$ cat config.mk
export PLATFORM = sky130hd
export DESIGN_NAME = hwloop_seq
export DESIGN_NICKNAME = d
export VERILOG_FILES = /design/src/rtl/hwloop_seq.sv
export SDC_FILE = /design/constraint.sdc
export NUM_CORES = 1
export LEC_CHECK = 0
export BUFFER_PORTS_ARGS = -buffer_cell sky130_fd_sc_hd__buf_4
export CORE_MARGIN = 5
export CORE_UTILIZATION = 30
export DETAILED_ROUTE_END_ITERATION = 7
export SLEW_MARGIN = 20
export SYNTH_ARGS = -nofsm -noshare
export SYNTH_HDL_FRONTEND = slang
export SYNTH_SLANG_ARGS = --single-unit
$ cat constraint.sdc
create_clock -name clk -period 2.51 [get_ports clk]
set_input_delay 0.3765 -clock clk [delete_from_list [all_inputs] [get_ports clk]]
set_output_delay 0.3765 -clock clk [all_outputs]
set_load 0.02 [all_outputs]
$ cat src/rtl/hwloop_seq.sv
module hwloop_seq #(
  parameter int ADDR_W = 32,
  parameter int CNT_W  = 16
) (
  input  logic              clk,
  input  logic              rst_n,
  input  logic              setup_valid,
  input  logic              setup_level,
  input  logic [ADDR_W-1:0] setup_start,
  input  logic [CNT_W-1:0]  setup_count,
  input  logic              pkt_valid,
  input  logic              end_inner,
  input  logic              end_outer,
  input  logic [ADDR_W-1:0] seq_addr,
  output logic [ADDR_W-1:0] next_fetch,
  output logic              inner_active,
  output logic              outer_active
);
  localparam logic [CNT_W-1:0] ONE = CNT_W'(1);

  logic [CNT_W-1:0]  in_cnt, out_cnt;
  logic [ADDR_W-1:0] in_start, out_start;

  assign inner_active = |in_cnt;
  assign outer_active = |out_cnt;

  wire in_hit   = pkt_valid & end_inner & inner_active;
  wire in_back  = in_hit & (in_cnt > ONE);
  wire out_hit  = pkt_valid & end_outer & outer_active & ~in_back;
  wire out_back = out_hit & (out_cnt > ONE);

  assign next_fetch = in_back ? in_start : (out_back ? out_start : seq_addr);

  wire             ld_in  = setup_valid & ~setup_level;
  wire             ld_out = setup_valid &  setup_level;
  wire [CNT_W-1:0] ld_cnt = (setup_count == '0) ? ONE : setup_count;

  always_ff @(posedge clk) begin
    if (!rst_n) begin
      in_cnt    <= '0;
      out_cnt   <= '0;
      in_start  <= '0;
      out_start <= '0;
    end else begin
      if (ld_in) begin
        in_cnt   <= ld_cnt;
        in_start <= setup_start;
      end else if (in_hit) begin
        in_cnt <= in_cnt - ONE;
      end
      if (ld_out) begin
        out_cnt   <= ld_cnt;
        out_start <= setup_start;
      end else if (out_hit) begin
        out_cnt <= out_cnt - ONE;
      end
    end
  end
endmodule

# Word-level counts from Yosys, hierarchy flattened
# Index checks and enable logic that the tools add are counted.
# W data, S select, Z words.
[classes]
n_addsub = 2
order_cmp = 2
reduce_logical = 5
n_bitwise = 11
muxes = 7
[op_table]
columns = ["op", "count"]
rows = [
  ["$mux W16", 5],
  ["$mux W32", 2],
  ["$gt A16 B1 Y1 const B", 2],
  ["$reduce_or A16 Y1", 2],
  ["$sub A16 B1 Y16 const B", 2],
  ["$logic_not A16 Y1", 1],
  ["$and A1 B1 Y1", 9],
  ["$reduce_bool A2 Y1", 2],
  ["$not A1 Y1", 2],
]
[word_totals]
register_bits = 96
elab_cells = 31
output_inout_bits = 34

# Logic depth before layout (Yosys ltp)
# Gate-level depths: netlist of run 1.
[logic_depth]
ltp_word = 8
mapped_depth = 10
mapped_depth_nobuf = 7

# Least setup slack after synthesis of run 1
# No wires, ideal clock.
[synth_timing]
path_type = "register to output"
startpoint = "register in_cnt[0]"
endpoint = "output next_fetch[11]"
t_required_ps = 2134
t_arrival_ps = 2290
slack_ps = -157
stages_incl_launch_ff = 11
n_path_buf = 4
path_cell_list = "dfxtp_1 > inv_1 > ha_1 > clkbuf_1 > o211a_1 > a21oi_4 > buf_6 > buf_2 > clkbuf_1 > a21oi_1 > a21oi_1"
[synth_between]
elab_chain_cells = 8
elab_cells_between_ends = 9
classes_between = "order compare: 1; mux: 2; bitwise: 5; reduce/logical: 1"
[synth_lines]
columns = ["element", "line_no", "rtl"]
rows = [
  ["from (decl)", "21", "logic [CNT_W-1:0] in_cnt, out_cnt;"],
  ["from (signal assigned)", "46", "in_cnt <= ld_cnt;"],
  ["from (signal assigned)", "49", "in_cnt <= in_cnt - ONE;"],
  ["branches (longest 2 deep; another with $gt A16 B1 Y1)", "n/a", ""],
  ["$and A1 B1 Y1 (*)", "28", "wire in_back = in_hit & (in_cnt > ONE);"],
  ["$not A1 Y1", "29", "wire out_hit = pkt_valid & end_outer & outer_active & ~in_back;"],
  ["$and A1 B1 Y1", "29", ""],
  ["$and A1 B1 Y1", "30", "wire out_back = out_hit & (out_cnt > ONE);"],
  ["$mux W32", "32", "assign next_fetch = in_back ? in_start : (out_back ? out_start : seq_addr);"],
  ["$mux W32 (*)", "32", ""],
  ["to (decl)", "15", "output logic [ADDR_W-1:0] next_fetch,"],
]
# Mark *: on every way between the ends.

# Final worst setup path of run 1
[layout_timing]
startpoint = "register out_cnt[3]"
endpoint = "output next_fetch[31]"
[layout_between]
elab_chain_cells = 6
elab_cells_between_ends = 7
classes_between = "order compare: 1; mux: 2; bitwise: 3; reduce/logical: 1"
[layout_lines]
columns = ["element", "line_no", "rtl"]
rows = [
  ["from (decl)", "21", ""],
  ["from (signal assigned)", "52", "out_cnt <= ld_cnt;"],
  ["from (signal assigned)", "55", "out_cnt <= out_cnt - ONE;"],
  ["branches (longest 3 deep; another with $gt A16 B1 Y1)", "n/a", ""],
  ["$and A1 B1 Y1 (*)", "30", ""],
  ["$mux W32 (*) (2 in a row)", "32", ""],
]
# Marked as above.

==> reports/metrics.yaml, run 1 <==
grt:
  grt_pass1_vias: 4984
  grt_pass1_wl_um: 26240
  grt_antenna_before_repair: 0
  grt.overflow.total: 0
  track_usage_pct: 16.61
  grt_start_max_net_pins: 40
cells_and_area:
  multiInputGateArea_um2: 3134
  nFillCells: 1681
  final_nets: 892
  diodes: 0
  syn_to_final_growth_pct: 41.69
  drive_gt1_share_pct: 32.01
  final_common_cell: "nand2_1"
  mostFrequentLayoutCells: "nand2_1 (170), buf_4 (151), dfxtp_1 (90)"
  fin_util_pct: 43.08
  regArea_um2: 1929
clock_tree:
  cts.sinks: 96
  path_clk_slew_ns: 0.07
  holdBufCountCts: 0
  root_buffer: "clkbuf_16"
  clock_latency_ns: 0.35
  cts_made_buffers: 9
  cts_buffer_depth: 2
  htreeDepth: 3
  cts_tree: "built"
run_status:
  violations: "setup timing"
  outcome: "finished with violations"
power_and_ir_drop:
  peakVddDrop_uv: 400.1
  power.density_nw_per_um2: 607.3
  p_leak_nw: 2.761
sta:
  clock.fmax_mhz: 387.2
  worst_slack_ns: -0.07283
  period_needed_ns: 2.583
  drv_slew: 0
  tightest_slew_ns: 0.5589
  period_share_pct: 102.9
  fin_skew_ns: 0.008273
  hold_violations: 0
  whs_ns: 0.2897
  setup_violations: 32
  relSlewSlack_pct: 62.61
  grt_setup_unrepaired: "yes"
drt:
  vias_per_cell: 5.076
  vias: 5208
  drt_iter0_drc: 297
  routedWlPerCell_um: 16.71
  wl_um: 17140
  drc: 0
  antenna_left: 0
  first_pass_iters: 4
synthesis:
  postSynthCellCount: 674
  async_flop_share_pct: 0
  syn_nets: 765
  yosysWarningCount: 0
  synth_area_um2: 5006
  seq_area_frac_synth_pct: 38.39
  ys.flop_type: "dfxtp_1"
  synth_edf_count: 0
  syn-mean-instance-area_um2: 7.427
  synth_cell_types: 47
  ys_seq_elements: 96
critical_path:
  slowest_delay_ns: 0.35
  startpoint_type: "flip-flop"
  cpMostUsedCell: "buf_4"
  criticalPathCategory: "reg -> out"
  crit_path_cell_trace: "nor4_4 > nand2_2 > buf_6 > o311ai_4 > buf_4 > buf_16 > nand2_1 > a21oi_1 > buf_4"
  cp.depth: 9
  worstRegToRegCells: 7
  cp_top_family: "buffers and inverters"
  crit_arrival_ns: 2.21
  slowest_stage: "dfxtp_2"
  cp.required_ns: 2.13
  end_kind: "output port"
  worstPathMaxFanout: 16
  worst-path-buf-inv: 4
placed_design:
  port_buffers: 120
  place.detailed.hpwl_um: 10760
  gp_congestion: 0.8566
floorplan:
  rows: 47
  ios: 121
  core-area_um2: 16470
  die-area_um2: 19370
  start_util_pct: 30.40
  die_y_um: 139.2
  die_w_um: 139.2
min_path:
  holdPathStages: 3
  min_path_type: "in -> reg"
job:
  maxCapViolCount: 0
==> where the power goes <==
group | total [mW] | switching, mW | leakage (nW) | internal [mW]
registers | 1.70 | 0.0813 | 0.790 | 1.62
clock network | 1.46 | 0.622 | 0.153 | 0.833
logic | 1.15 | 0.617 | 1.82 | 0.535
==> routing by layer <==
| layer | global-route usage, % | wire (um) | share of wire (%) | vias up |
|---|---|---|---|---|
| li1 | - | - | - | 2627 |
| met1 | 21.85 | 7737 | 45 | 2425 |
| met2 | 27.33 | 7911 | 46 | 150 |
| met3 | 5.138 | 1395 | 8.1 | 6 |
| met4 | 2.832 | 99 | 0.58 | 0 |
| met5 | 0 | 0 | 0 | - |
==> state kept, by name, summed over array words and instances, names as in the netlist <==
name / count
out_start: 32
out_cnt: 16
in_cnt: 16
in_start: 32
==> layout make-up <==
class | instances | share of cell area (%)
Multi-Input combinational cell | 522 | 44.19
Sequential cell | 96 | 27.20
Timing Repair Buffer | 166 | 20.00
Tap cell | 220 | 3.881
Clock buffer | 11 | 3.563
Clock inverter | 5 | 0.8467
Inverter | 6 | 0.3175
==> synthesized netlist by cell type, types with 3 or more instances <==
cell type | instances | area share (%)
o31ai_1 | 13 | 1.9
buf_1 | 3 | 0.22
clkbuf_1 | 44 | 3.3
a21boi_0 | 64 | 9.6
ha_1 | 4 | 1.0
nand4b_1 | 4 | 0.70
nor4_1 | 9 | 1.1
nand2_1 | 174 | 13
a21oi_1 | 78 | 7.8
dfxtp_1 | 96 | 38
nand3_1 | 6 | 0.60
nand4_1 | 4 | 0.50
nor3_1 | 8 | 0.80
nor2_1 | 43 | 3.2
xnor2_1 | 7 | 1.2
o21ai_0 | 30 | 3.0
or4_1 | 18 | 2.7
inv_1 | 6 | 0.45
a31oi_1 | 18 | 2.2
or3_1 | 9 | 1.1
==> through the flow <==
step | cell area [um2] | total power, mW | worst slack (ns) | setup TNS [ns] | cells
after floorplan | 5081 | 2.299 | -0.06120 | -1.224 | 674
after global placement | 6330 | 2.721 | 0.1819 | 0 | 991
after detailed placement | 6330 | 2.725 | 0.1834 | 0 | 991
after CTS | 6928 | 4.297 | -0.06401 | -1.489 | 1019
after global routing | 7093 | 4.518 | -0.2049 | -5.359 | 1026
final | 7093 | 4.307 | -0.07283 | -1.563 | 1026
==> cells by family after synthesis <==
logic type                 synth area share [%]
adders and majority gates                0.9998
xor gates and xnor gates                  1.400
buffers and inverters                     4.399
AOI/OAI and AO/OA                         27.47
DFF                                       38.39
muxes                                    0.3999
and+or+nand+nor                           26.94
==> what timing repair did <==
action	in CTS	in global routing
buffers inserted	8	4
pin swaps	8	6
resized for setup	35	20
endpoints found under the setup margin	32	32
cloned	4	3
==> worst reg2reg max path, delay by kind of cell, from the launching register on <==
kind / cells / cell delay (ns)
flip-flops: 1 / 0.33
AND/OR/NAND/NOR: 3 / 1.22
buffers and inverters: 2 / 0.45
AO/OA/AOI/OAI: 2 / 0.32
==> worst paths after layout <==
| kind | from | to | slack [ns] |
|---|---|---|---|
| setup / recovery | out_cnt[3] | next_fetch[31] | -0.07 |
| hold / removal | setup_start[5] | in_start[5] | 0.29 |
| setup reg to reg | in_cnt[15] | out_cnt[8] | 0.09 |
| hold reg to reg | in_start[26] | in_start[26] | 0.46 |
Power figures use the tool's default switching activity.
==> inputs of run 2 (changes only) <==
- RECOVER_POWER: not set -> 100
==> reports/metrics.yaml, run 2 (same netlist as run 1, synthesis figures left out) <==
drt:
  vias: 5204  # -0.077%
  drt_iter0_drc: 282  # -5.1%
  wl_um: 17090  # -0.30%
  vias_per_cell: 5.072  # about the same
  antenna_left: 0  # unchanged
  first_pass_iters: 4  # unchanged
  routedWlPerCell_um: 16.66  # -0.30%
  drc: 0  # unchanged
critical_path:
  crit_start: "out_cnt[3]"
  worstRegToRegCells: 7  # unchanged
  end_kind: "output port"
  cp.required_ns: 2.13  # about the same
  r2r-start: "in_cnt[15]"
  r2r_end: "out_cnt[8]"
  r2r_slack_ns: 0  # -0.09 ns
  criticalPathCategory: "reg -> out"
  crit_arrival_ns: 2.21  # about the same
  endpoint: "next_fetch[31]"
  worstPathMaxFanout: 16  # unchanged
  startpoint_type: "flip-flop"
grt:
  grt_pass1_vias: 4984  # unchanged
  track_usage_pct: 16.61  # unchanged
  grt_use_met3_pct: 5.138  # unchanged
  grtUsageMet1_pct: 21.85  # unchanged
  grt_start_max_net_pins: 40  # unchanged
  grt.overflow.total: 0  # unchanged
  grt_antenna_before_repair: 0  # unchanged
  met2_usage_pct: 27.33  # unchanged
  busiest_layer: "met2"
  grt_pass1_wl_um: 26240  # unchanged
job:
  maxCapViolCount: 1  # +1
clock_tree:
  cts_buffer_depth: 2  # unchanged
  cts_tree: "built"
  cts_made_buffers: 9  # unchanged
  holdBufCountCts: 0  # unchanged
  path_clk_slew_ns: 0.07  # about the same
  cts.sinks: 96  # unchanged
  htreeDepth: 3  # unchanged
  clock_latency_ns: 0.35  # about the same
  root_buffer: "clkbuf_16"
cells_and_area:
  syn_to_final_growth_pct: 40.06
  mostFrequentLayoutCells: "nand2_1 (170), buf_4 (142), dfxtp_1 (90)"
  diodes: 0  # unchanged
  nFillCells: 1696  # +0.89%
  final_common_cell: "nand2_1"
  drive_gt1_share_pct: 30.65  # -1.4 points
  reg_top3: "in_start x32, out_start x32"
  final_nets: 892  # unchanged
sta:
  fin_skew_ns: 0.008059  # -0.0002131 ns
  drv_slew: 35  # +35
  relSlewSlack_pct: -14.15  # -77 points
  tightest_slew_ns: 1.712  # +1.153 ns
  worst_slack_ns: -0.07300  # -0.0001727 ns
  hold_violations: 0  # unchanged
  setup_violations: 33  # +3.1%
  period_needed_ns: 2.583  # +0.0001727 ns
  period_share_pct: 102.9  # about the same
  grt_setup_unrepaired: "yes"
  clock.fmax_mhz: 387.1  # about the same
  fin_tns_setup_ns: -1.590  # -0.02725 ns
placed_design:
  port_buffers: 120  # unchanged
  place.detailed.hpwl_um: 10760  # unchanged
  pre_cts_ws_ns: 0.1834  # unchanged
  gp_congestion: 0.8566  # unchanged
power_and_ir_drop:
  p_leak_nw: 2.712  # -1.8%
  power.density_nw_per_um2: 610.3  # +0.50%
  peakVddDrop_uv: 401.1  # +0.24%
run_status:
  violations: "capacitance limit, slew limit, setup timing"
  outcome: "finished with violations"
floorplan:
  die_w_um: 139.2  # unchanged
  core-area_um2: 16470  # unchanged
  rows: 47  # unchanged
  die_y_um: 139.2  # unchanged
  start_util_pct: 30.40  # unchanged
  ios: 121  # unchanged
  die-area_um2: 19370  # unchanged
min_path:
  min_path_type: "in -> reg"
  hold_start: "setup_start[5]"
==> run 2: critical path, stage by stage, from the launching register on <==
cell	delay, ns
dfxtp_2	0.35
nor4_4	0.33
nand2_2	0.12
buf_6	0.15
o311ai_4	0.22
buf_4	0.19
buf_16	0.15
nand2_1	0.06
a21oi_1	0.13
buf_4	0.16
==> run 2: metrics by stage <==
step                      total power, mW  instance area (um2)  hold WS [ns]  cells  utilization [%]
after global routing                4.488                 7012        0.2781   1026            42.58
final                               4.279                 7012        0.2904   1026            42.58
after floorplan                     2.299                 5081        0.4439    674                -
after CTS                           4.297                 6928        0.2744   1019            42.07
after global placement              2.721                 6330        0.4502    991            38.44
after detailed placement            2.725                 6330        0.4569    991            38.44
==> run 2: layer usage <==
layer / wire length (um) / up-vias
met2: 7883 / 137
met3: 1187 / 8
li1: - / 2630
met5: 0 / -
met1: 7902 / 2429
met4: 119 / 0
==> run 2: power by group <==
group	internal, mW	leakage, nW	switching, mW
Clock	0.834	0.153	0.627
Combinational	0.510	1.77	0.609
Sequential	1.62	0.790	0.0798
Total	2.96	2.71	1.32
==> run 2: area by class of cell <==
| class | count | area (um2) | share of cell area (%) |
|---|---|---|---|
| Clock inverter | 5 | 60.06 | 0.8565 |
| Tap cell | 220 | 275.3 | 3.926 |
| Sequential cell | 96 | 1929 | 27.52 |
| Multi-Input combinational cell | 522 | 3107 | 44.31 |
| Timing Repair Buffer | 166 | 1365 | 19.47 |
| Clock buffer | 11 | 252.7 | 3.605 |
| Inverter | 6 | 22.52 | 0.3212 |
==> run 2: repair_timing <==
| item | 4_1_cts | 5_1_grt |
|---|---|---|
| endpoints found under the hold margin | 0 | 0 |
| pin swaps | 8 | 6 |
| endpoints found under the setup margin | 32 | 32 |
| cloned | 4 | 3 |
| buffers inserted | 8 | 4 |
| resized for setup | 35 | 20 |
==> run 2: worst min path at each step <==
stage,end,slack (ns),cells after the start
after global placement,out_start[0],0.45,2
after floorplan,in_start[0],0.44,2
after CTS,out_start[7],0.27,3
after detailed placement,in_start[26],0.46,2
final,in_start[5],0.29,3
after global routing,out_start[12],0.28,3
==> inputs of run 3 (changes only) <==
- ABC_AREA: not set -> 1
- CORE_ASPECT_RATIO: not set -> 1.4
- CORE_UTILIZATION: 30 -> 50
- PLACE_DENSITY: not set -> 0.77
==> reports/metrics.yaml, run 3 <==
run_status:
  outcome: "finished clean"
synthesis:
  synth_edf_count: 0  # unchanged
  synth_common_cells: "nand2_1 (224), nor2_1 (209), nand3_1 (100), dfxtp_1 (96), o21ai_0 (81)"
  synthSimpleGateAreaFrac_pct: 41.58  # +15 points
  seq_area_frac_synth_pct: 35.11  # -3.3 points
  yosys.area_share.adder_pct: 0.9143  # -0.085 points
  synth_xor_area_share_pct: 2.240  # +0.84 points
  synth_area_um2: 5474  # +9.3%
  synth_area_leaders: "dfxtp_1 (35%), nand2_1 (15%), nor2_1 (14%)"
  synth_mux_area_share_pct: 0.1829  # -0.22 points
  yosysTopAreaCell: "dfxtp_1"
  yosysWarningCount: 0  # unchanged
  synth_compound_area_share_pct: 10.74  # -17 points
  synth_cell_types: 32  # -32%
  synth.most_common_cell: "nand2_1"
  syn_nets: 991  # +30%
  ys.flop_type: "dfxtp_1"
  synth_top_family_by_area: "simple AND/OR/NAND/NOR gates"
  synth_top_area_share_pct: 35.11  # -3.3 points
  ys_seq_elements: 96  # unchanged
  postSynthCellCount: 900  # +34%
  async_flop_share_pct: 0  # unchanged
  syn-mean-instance-area_um2: 6.082  # -18%
floorplan:
  core-area_um2: 10810  # -34%
  die_y_um: 133.8  # -3.9%
  die-area_um2: 13170  # -32%
  rows: 45  # -4.3%
  start_util_pct: 50.64  # +20 points
  ios: 121  # unchanged
  die_w_um: 98.43  # -29%
sta:
  whs_ns: 0.2617  # -0.02873 ns
  period_needed_ns: 2.424  # -0.1589 ns
  relSlewSlack_pct: 30.23  # +44 points
  fin_skew_ns: 0.007023  # -0.001037 ns
  setup_violations: 0  # -100%
  tightest_slew_ns: 1.047  # -0.6657 ns
  clock.fmax_mhz: 412.5  # +6.6%
  hold_violations: 0  # unchanged
  fin_tns_setup_ns: 0  # +1.590 ns
  period_share_pct: 96.58  # -6.3 points
  worst_slack_ns: 0.08591  # +0.1589 ns
  drv_slew: 0  # -100%
clock_tree:
  path_clk_slew_ns: 0.07  # about the same
  clock_latency_ns: 0.34  # about the same
  cts.sinks: 96  # unchanged
  cts_buffer_depth: 2  # unchanged
  holdBufCountCts: 0  # unchanged
  root_buffer: "clkbuf_16"
  cts_made_buffers: 9  # unchanged
  htreeDepth: 3  # unchanged
  cts_tree: "built"
power_and_ir_drop:
  intPower_mw: 3.123  # +5.4%
  peakVddDrop_uv: 369.5  # -7.9%
  switchingPower_mw: 1.531  # +16%
  p_leak_nw: 3.491  # +29%
  netSwitchingFraction_pct: 32.89  # +2.1 points
  p_comb_share_pct: 30.0  # +3.8 points
  p_seq_share_pct: 37.6  # -2.1 points
  power.density_nw_per_um2: 666.8  # +9.3%
  clkPwrFrac_pct: 32.4  # -1.7 points
  power.total_mw: 4.654  # +8.8%
grt:
  grt_pass1_wl_um: 26170  # -0.26%
  grt_start_max_net_pins: 52  # +30%
  grt.overflow.total: 0  # unchanged
  grt_antenna_before_repair: 0  # unchanged
  grt_pass1_vias: 5479  # +9.9%
  track_usage_pct: 23.93  # +7.3 points
placed_design:
  postPlaceCellArea_um2: 6461  # +2.1%
  gp_congestion: 0.8939  # +4.4%
  place.detailed.hpwl_um: 10890  # +1.2%
  port_buffers: 120  # unchanged
  pre_cts_ws_ns: 0.2036  # +0.02016 ns
drt:
  vias: 5953  # +14%
  drc: 0  # unchanged
  wl_um: 16520  # -3.4%
  first_pass_iters: 4  # unchanged
  vias_per_cell: 5.172  # +2.0%
  antenna_left: 0  # unchanged
  routedWlPerCell_um: 14.35  # -14%
  drt_iter0_drc: 244  # -13%
min_path:
  min_path_type: "in -> reg"
cells_and_area:
  multiInputGateArea_um2: 3132  # +0.81%
  nFillCells: 1044  # -38%
  final_nets: 1096  # +23%
  drive_gt1_share_pct: 18.42  # -12 points
  mostFrequentLayoutCells: "nand2_1 (223), nor2_1 (203), buf_4 (130)"
  final_common_cell: "nand2_1"
  reg_top3: "in_start x32, out_start x32"
  diodes: 0  # unchanged
  syn_to_final_growth_pct: 27.50
  regArea_um2: 1924  # -0.26%
  design_area_um2: 6979  # -0.46%
critical_path:
  cp.required_ns: 2.13  # about the same
  end_kind: "output port"
  startpoint_type: "flip-flop"
  crit_path_cell_trace: "nor2_2 > nand2_1 > nor2_4 > buf_4 > a21oi_4 > nand2_4 > clkinv_8 > clkbuf_16 > nand3_1 > nand3_1 > buf_4"
  slowest_stage: "dfxtp_1"
  criticalPathCategory: "reg -> out"
  worst-path-buf-inv: 4  # unchanged
  cp_top_family: "simple AND/OR/NAND/NOR gates"
  slowest_delay_ns: 0.42  # +0.07 ns
  worstPathMaxFanout: 8  # -8
  crit_arrival_ns: 2.05  # -0.16 ns
job:
  maxCapViolCount: 0  # -1
-- run 3: cell count changes after synthesis, sizes merged, moves of 11 or more --
cell	before	now
a21boi	64	1
a21oi	79	23
a31oi	18	0
inv	6	72
nand2	174	229
nand3	6	101
nor2	44	214
nor4	11	0
o21ai	31	81
o31ai	13	0
or4	20	0
-- run 3: stage by stage --
stage	utilization [%]	std cells
floorplan	-	900
global placement	59.77	1126
detailed placement	59.77	1126
CTS	63.77	1146
global route	64.56	1151
finish	64.56	1151
-- run 3: path summary, 6_finish.rpt --
path | from | end | slack, ns | depth (start not counted)
worst max-delay path | out_cnt[9] | next_fetch[22] | 0.09 | 11
worst min-delay path | setup_start[12] | in_start[12] | 0.26 | 3
worst max register to register | out_cnt[9] | out_cnt[0] | 0.55 | 11
worst min register to register | in_cnt[1] | in_cnt[1] | 0.48 | 2
-- run 3: worst register-to-register path, delay by kind of cell (launching register included) --
| kind | cells | cell delay (ns) |
|---|---|---|
| compound gates | 1 | 0.19 |
| buf+inv | 3 | 0.48 |
| flops | 1 | 0.42 |
| simple gates | 7 | 0.77 |
-- run 3: cell families (layout without fill, tap and decap cells) --
| kind of cell | Yosys count | after routing |
|---|---|---|
| flip-flops | 96 | 96 |
| multiplexers | 1 | 1 |
| AO/OA/AOI/OAI | 112 | 112 |
| adder cells (fa/ha/maj) | 4 | 4 |
| AND/OR/NAND/NOR | 551 | 552 |
| buffers and inverters | 122 | 231 |
| XOR/XNOR | 14 | 14 |
-- run 3: cell type report --
class | count | area share [%]
Clock buffer | 10 | 3.424
Clock inverter | 6 | 1.291
Inverter | 74 | 4.159
Multi-Input combinational cell | 683 | 44.87
Sequential cell | 96 | 27.57
Tap cell | 141 | 2.528
Timing Repair Buffer | 141 | 16.15
-- run 3: power by group through the flow --
stage / combinational, mW / sequential [mW] / clock (mW)
6_report: 1.40 / 1.75 / 1.51
3_3_place_gp: 1.27 / 1.78 / 0
2_1_floorplan: 0.888 / 1.75 / 0
4_1_cts: 1.34 / 1.74 / 1.52
3_5_place_dp: 1.28 / 1.78 / 0
5_1_grt: 1.56 / 1.77 / 1.60
-- run 3: repair_timing --
| item | 4_1_cts | 5_1_grt |
|---|---|---|
| resized for setup | 10 | 18 |
| endpoints found under the setup margin | 32 | 32 |
| cloned | 1 | 2 |
| buffers inserted | 3 | 3 |
| pin swaps | 4 | 7 |
-- run 3: routing by layer --
layer / wire (um) / vias to the layer above / GRT usage (%)
li1: - / 3048 / -
met1: 6812 / 2666 / 30.37
met2: 8181 / 209 / 40.78
met3: 1148 / 30 / 4.006
met4: 374 / 0 / 8.580
met5: 0 / - / 0
